`config.mk`:
```
export PLATFORM = sky130hd
export DESIGN_NAME = chs_geom_calc
export DESIGN_NICKNAME = d
export VERILOG_FILES = /design/src/rtl/geom_pkg.sv /design/src/rtl/geom_cap.sv /design/src/rtl/geom_div.sv /design/src/rtl/chs_geom_calc.sv
export SDC_FILE = /design/constraint.sdc
export NUM_CORES = 1
export LEC_CHECK = 0
export CELL_PAD_IN_SITES_DETAIL_PLACEMENT = 0
export CELL_PAD_IN_SITES_GLOBAL_PLACEMENT = 1
export CORE_MARGIN = 10
export CORE_UTILIZATION = 39
export DETAILED_ROUTE_END_ITERATION = 10
export PLACE_DENSITY_LB_ADDON = 0.1
export RECOVER_POWER = 50
export SYNTH_ARGS = -nofsm -noshare
export SYNTH_HDL_FRONTEND = slang
export SYNTH_HIERARCHICAL = 1
export SYNTH_SLANG_ARGS = --single-unit
```
`constraint.sdc`:
```
create_clock -name clk -period 11.6 [get_ports clk]
set_clock_uncertainty 0.2 [all_clocks]
set_input_delay 2.32 -clock clk [delete_from_list [all_inputs] [get_ports clk]]
set_output_delay 2.32 -clock clk [all_outputs]
set_load 0.03 [all_outputs]
```
`src/rtl/geom_pkg.sv`:
```
package geom_pkg;

    typedef enum logic [1:0] {
        GS_IDLE    = 2'd0,
        GS_DIV_SPT = 2'd1,
        GS_DIV_CYL = 2'd2
    } geom_state_e;

endpackage

```
`src/rtl/geom_cap.sv`:
```
// Saturating narrowing: passes the input through, or LIMIT when the input reaches it.
module geom_cap #(
    parameter int IN_W  = 32,
    parameter int OUT_W = 8,
    parameter int LIMIT = 63
) (
    input  logic [IN_W-1:0]  val_i,
    output logic [OUT_W-1:0] val_o
);
    localparam logic [IN_W-1:0]  LIM_IN  = IN_W'(LIMIT);
    localparam logic [OUT_W-1:0] LIM_OUT = OUT_W'(LIMIT);

    always_comb begin
        if (val_i >= LIM_IN) begin
            val_o = LIM_OUT;
        end else begin
            val_o = val_i[OUT_W-1:0];
        end
    end
endmodule

```
`src/rtl/geom_div.sv`:
```
// Restoring shift-subtract divider, one quotient bit per clock.
module geom_div #(
    parameter int W = 32
) (
    input  logic         clk,
    input  logic         rst_n,
    input  logic         go_i,
    input  logic [W-1:0] dvd_i,
    input  logic [W-1:0] dvs_i,
    output logic         done_o,
    output logic [W-1:0] quo_o
);
    localparam int CW = $clog2(W + 1);
    localparam logic [CW-1:0] STEPS = CW'(W);

    typedef struct packed {
        logic [W:0]    rem;
        logic [W-1:0]  quo;
        logic [W-1:0]  dvs;
        logic [CW-1:0] cnt;
        logic          done;
    } div_t;

    div_t div_d, div_q;
    logic [W:0]   rem_sh;
    logic [W-1:0] quo_sh;

    always_comb begin
        div_d      = div_q;
        div_d.done = 1'b0;
        rem_sh     = {div_q.rem[W-1:0], div_q.quo[W-1]};
        quo_sh     = {div_q.quo[W-2:0], 1'b0};
        if (div_q.cnt == '0) begin
            if (go_i) begin
                div_d.rem = '0;
                div_d.quo = dvd_i;
                div_d.dvs = dvs_i;
                div_d.cnt = STEPS;
            end
        end else begin
            if (rem_sh >= {1'b0, div_q.dvs}) begin
                rem_sh    = rem_sh - {1'b0, div_q.dvs};
                quo_sh[0] = 1'b1;
            end
            div_d.rem  = rem_sh;
            div_d.quo  = quo_sh;
            div_d.cnt  = div_q.cnt - 1'b1;
            div_d.done = (div_q.cnt == CW'(1));
        end
    end

    always_ff @(posedge clk) begin
        if (!rst_n) begin
            div_q <= '0;
        end else begin
            div_q <= div_d;
        end
    end

    assign done_o = div_q.done;
    assign quo_o  = div_q.quo;
endmodule

```
`src/rtl/chs_geom_calc.sv`:
```
module chs_geom_calc #(
    parameter int CNT_W    = 32,
    parameter int CYL_W    = 16,
    parameter int HEAD_W   = 8,
    parameter int SPT_W    = 8,
    parameter int MAX_CYL  = 16383,
    parameter int MAX_HEAD = 16,
    parameter int MAX_SPT  = 63
) (
    input  logic              clk,
    input  logic              rst_n,
    input  logic              start_i,
    input  logic [CNT_W-1:0]  total_i,
    output logic [CYL_W-1:0]  cyl_o,
    output logic [HEAD_W-1:0] head_o,
    output logic [SPT_W-1:0]  spt_o,
    output logic              done_o
);
    import geom_pkg::*;

    localparam logic [CNT_W-1:0]  SAT_TOTAL = CNT_W'(MAX_CYL * MAX_HEAD * MAX_SPT);
    localparam logic [CYL_W-1:0]  SAT_CYL   = CYL_W'(MAX_CYL);
    localparam logic [HEAD_W-1:0] SAT_HEAD  = HEAD_W'(MAX_HEAD);
    localparam logic [SPT_W-1:0]  SAT_SPT   = SPT_W'(MAX_SPT);

    typedef struct packed {
        geom_state_e       state;
        logic [CNT_W-1:0]  total;
        logic [SPT_W-1:0]  w_spt;
        logic [CYL_W-1:0]  cyl;
        logic [HEAD_W-1:0] head;
        logic [SPT_W-1:0]  spt;
        logic              done;
    } geom_t;

    geom_t g_d, g_q;

    logic              div_go;
    logic [CNT_W-1:0]  div_dvd;
    logic [CNT_W-1:0]  div_dvs;
    logic              div_done;
    logic [CNT_W-1:0]  div_quo;
    logic [SPT_W-1:0]  spt_capped;
    logic [HEAD_W-1:0] head_capped;

    geom_cap #(.IN_W(CNT_W), .OUT_W(SPT_W), .LIMIT(MAX_SPT)) u_spt_cap (
        .val_i (total_i),
        .val_o (spt_capped)
    );

    geom_cap #(.IN_W(CNT_W), .OUT_W(HEAD_W), .LIMIT(MAX_HEAD)) u_head_cap (
        .val_i (div_quo),
        .val_o (head_capped)
    );

    geom_div #(.W(CNT_W)) u_div (
        .clk    (clk),
        .rst_n  (rst_n),
        .go_i   (div_go),
        .dvd_i  (div_dvd),
        .dvs_i  (div_dvs),
        .done_o (div_done),
        .quo_o  (div_quo)
    );

    always_comb begin
        g_d      = g_q;
        g_d.done = 1'b0;
        div_go   = 1'b0;
        div_dvd  = g_q.total;
        div_dvs  = '0;
        unique case (g_q.state)
            GS_IDLE: begin
                if (start_i) begin
                    g_d.total = total_i;
                    if (total_i == '0) begin
                        g_d.cyl  = '0;
                        g_d.head = '0;
                        g_d.spt  = '0;
                        g_d.done = 1'b1;
                    end else if (total_i >= SAT_TOTAL) begin
                        g_d.cyl  = SAT_CYL;
                        g_d.head = SAT_HEAD;
                        g_d.spt  = SAT_SPT;
                        g_d.done = 1'b1;
                    end else begin
                        g_d.w_spt = spt_capped;
                        div_go    = 1'b1;
                        div_dvd   = total_i;
                        div_dvs   = CNT_W'(spt_capped);
                        g_d.state = GS_DIV_SPT;
                    end
                end
            end
            GS_DIV_SPT: begin
                if (div_done) begin
                    g_d.head  = head_capped;
                    g_d.spt   = g_q.w_spt;
                    div_go    = 1'b1;
                    div_dvd   = g_q.total;
                    div_dvs   = CNT_W'(head_capped) * CNT_W'(g_q.w_spt);
                    g_d.state = GS_DIV_CYL;
                    // head and spt are staged into the output registers only at done
                    g_d.head  = g_q.head;
                    g_d.spt   = g_q.spt;
                    g_d.cyl   = g_q.cyl;
                end
            end
            GS_DIV_CYL: begin
                if (div_done) begin
                    g_d.cyl   = div_quo[CYL_W-1:0];
                    g_d.spt   = g_q.w_spt;
                    g_d.done  = 1'b1;
                    g_d.state = GS_IDLE;
                end
            end
            default: begin
                g_d.state = GS_IDLE;
            end
        endcase
    end

    // Head count staged between the two divisions, kept apart from the output.
    logic [HEAD_W-1:0] w_head_d, w_head_q;

    always_comb begin
        w_head_d = w_head_q;
        if (g_q.state == GS_DIV_SPT && div_done) begin
            w_head_d = head_capped;
        end
    end

    geom_t g_fix;

    always_comb begin
        g_fix = g_d;
        if (g_q.state == GS_DIV_CYL && div_done) begin
            g_fix.head = w_head_q;
        end
    end

    always_ff @(posedge clk) begin
        if (!rst_n) begin
            g_q      <= '{state: GS_IDLE, default: '0};
            w_head_q <= '0;
        end else begin
            g_q      <= g_fix;
            w_head_q <= w_head_d;
        end
    end

    assign cyl_o  = g_q.cyl;
    assign head_o = g_q.head;
    assign spt_o  = g_q.spt;
    assign done_o = g_q.done;
endmodule

```
==> results.md <==
- Failing checks: max-capacitance violations, max-slew violations
- Top delay family on crit path: buffers and inverters
- Max-slew headroom: -146.2%
- Max stage delay cell, worst path: clkbuf_1
- CP max FO: 97
- Compound-Gate Fraction of Synth Area: 18.91%
- Post-synth ARST share: 0%
- Placed cell count: approximately 1900
- Leak: about 5.8 nW
- Register bit total from synthesis: about 190
- Wire per inst: approximately 17 um
- Final core utilization: 43.18%
- Post-CTS setup buffers: 0
- Most used cell, CP: clkbuf_1
- Status: finished with violations
- Worst VDD drop: 0.1108 mV
- Root Driver: clkbuf_16
- CTS H-Tree Depth: 4
- Post-synth EDFFs: 0
- Core Rows: 65
- Post-cts gate resize count: 0
- Synth unique cells: 75
- Slew Limit Fails: roughly 190
- Post-Synthesis Cells: between 1500 and 2000
- GRT Total Usage: 16.68%
- Final period util: a little over three fifths
- Clock sink count: 186
- Maxcap violations: 3
- Final hold vios: 0
- Most instantiated cells after synthesis: nand2_1, dfxtp_1, inv_1
- Cts hold-fix bufs: 0
- Share of cells above drive strength 1: under 10%
- Nets: around 1600
- Number of global-route vias before repair: approximately 10000
- TritonCTS Buffers: 17
- Clock transition at the registers of the reported paths: 0.07 ns
- CP cell instances: clkbuf_1 -> clkbuf_1 -> nand2_1 -> nor3_1
- Largest family of logic cells by synthesized area: simple AND/OR/NAND/NOR gates
- Cell Count, Final, Fillers Out: about 1900
- Starting Density: between 30% and 40%
- DRT iter0 DRCs: around 490
- Dominant cell by count in the synthesized netlist: nand2_1
- Die area: roughly 40000 um2
- Tightest Hold Check Type: reg2reg
- Ant diodes: 0
- Yosys top cell by area: dfxtp_1
- Final critical-path required period: 7.343 ns
- Worst Setup Path Type: in2reg
- Worst endpoint required time: 11.69 ns
- RSZ-0062 raised after global routing: false
- Top cell type's share of synthesized area: just under 30%
- Area delta synth->final: 8.277%
- Total power: around 2.6 mW
- Initial antenna violation count: 1
- Synth warn: 6
- Post-synthesis area per instance: approximately 8.3 um2
- WP buf/inv: 2
- Final setup vio count: 0
- Crit path arrival time: between 7 and 8 ns
- Floorplan core area: about 32000 um2
- Hold_ws: around 0.26 ns
- CTS tree: done
- Startpoint types: primary input
- WL final: 33170 um
- Mapped Area: 12680 um2
- DR vias: a little under 10000
- First-pass GRT wire length: 55280 um
- Antenna-violating nets left: 0
- Num ports: ~70
- Avg Vias per Cell: roughly 5.1
- Post-synthesis sequential area ratio: between 20% and 30%
- Port-buffer cells: 67
- Worst slew pin tran: approximately 3.7 ns
- Xor-xnor portion of the synthesized cell area: about 2.4%
- Deepest clock path buffer count: 2
- Top_reg_cell synth: dfxtp_1
- Post-route DRC violation count: 0
- F_max: approximately 140 MHz
- Post-Synth Adder-Cell Area: about an eighth
- Largest net degree at the start of global routing: 98
- Worst skew pair latency: between 0.4 and 0.5 ns
- Simple-Gate Fraction of Synth Area: 19.37%
- Drt pass-1 iters: 5
- Slowest stage delay, CP: 2.71 ns
- Congestion Overflow GR: 0
- Post-DP HPWL: 24080 um
- GPL Wtd Cong: slightly above 0.8
- Die height: ~200 um
- Post-route setup TNS: 0 ns
- Top post-synthesis cells by area: dfxtp_1, nand2_1, ha_1, fa_1, mux2i_1
- Cell Pwr Density: approximately 190 nW/um2
- Die X: approximately 200 um
- Fill cell instance count of the final layout: 3248
- Multiplexer share of the synthesized area: ~7.3%
- CP endpoint kind: flop
[cells in the final DEF, fill, tap and decap left out, drive strengths merged, types with 37 or more instances in the layout]
cell type	n
and2	55
a21oi	73
mux2i	66
inv	94
ha	70
a21boi	79
fa	37
dfxtp	186
nand2	297
o21ai	75
[routing by layer]
layer / share of wire [%] / GRT usage [%] / vias to the layer above
met5: 0.030 / 0 / -
met4: 1.7 / 4.355 / 2
met3: 3.6 / 3.224 / 30
met2: 46 / 27.04 / 153
met1: 49 / 22.19 / 4655
li1: - / - / 5037
[area by class of cell]
| type | count | area [um2] | share of cell area [%] |
|---|---|---|---|
| clock buffer | 21 | 460.4 | 3.353 |
| clock inverter | 10 | 110.1 | 0.8018 |
| inverter | 91 | 341.6 | 2.487 |
| multi-input combinational | 1114 | 7786 | 56.70 |
| sequential | 186 | 3724 | 27.12 |
| tap | 435 | 544.3 | 3.964 |
| timing repair buffer | 81 | 765.7 | 5.576 |
[logic make-up after synthesis]
| group | Yosys count |
|---|---|
| DFF | 186 |
| buffers and inverters | 243 |
| xor gates and xnor gates | 35 |
| AOI/OAI and AO/OA | 343 |
| adders and majority gates | 107 |
| other | 3 |
| and+or+nand+nor | 518 |
| muxes | 90 |
[sequential cells by signal, indices dropped and copies added, names as in the netlist]
| name | flops |
|---|---|
| u_div/div_q | 70 |
| head_o | 8 |
| w_head_q | 8 |
| spt_o | 8 |
| u_div/quo_o | 32 |
| done_o | 1 |
| cyl_o | 16 |
| g_q | 42 |
| u_div/done_o | 1 |
[per-stage QoR]
step / cell area [um2] / setup WS [ns]
floorplan: 12750 / 6.181
detailed placement: 13190 / 5.229
CTS: 13760 / 5.147
finish: 13730 / 4.257
global placement: 13190 / 5.303
global route: 13730 / 3.394
[final timing paths]
check             cells past startpoint  slack, ns               to       startpoint
setup / recovery                      4       4.26     u_div/done_o            rst_n
hold / removal                        2       0.26          g_q[68]          g_q[68]
setup reg to reg                     18       5.19  u_div/div_q[21]  u_div/quo_o[14]
hold reg to reg                       2       0.26          g_q[68]          g_q[68]
[worst min-delay path, cell delays in order, from the launching register on]
cell and delay [ns]:
dfxtp_1 0.31, nand2_1 0.04, a21boi_0 0.06
[power by group]
group / total (mW) / internal, mW / switching, mW
sequential: 0.798 / 0.725 / 0.0732
combinational: 1.20 / 0.503 / 0.696
clock: 0.579 / 0.311 / 0.268
Note: power is estimated with default switching activity, not from simulation.
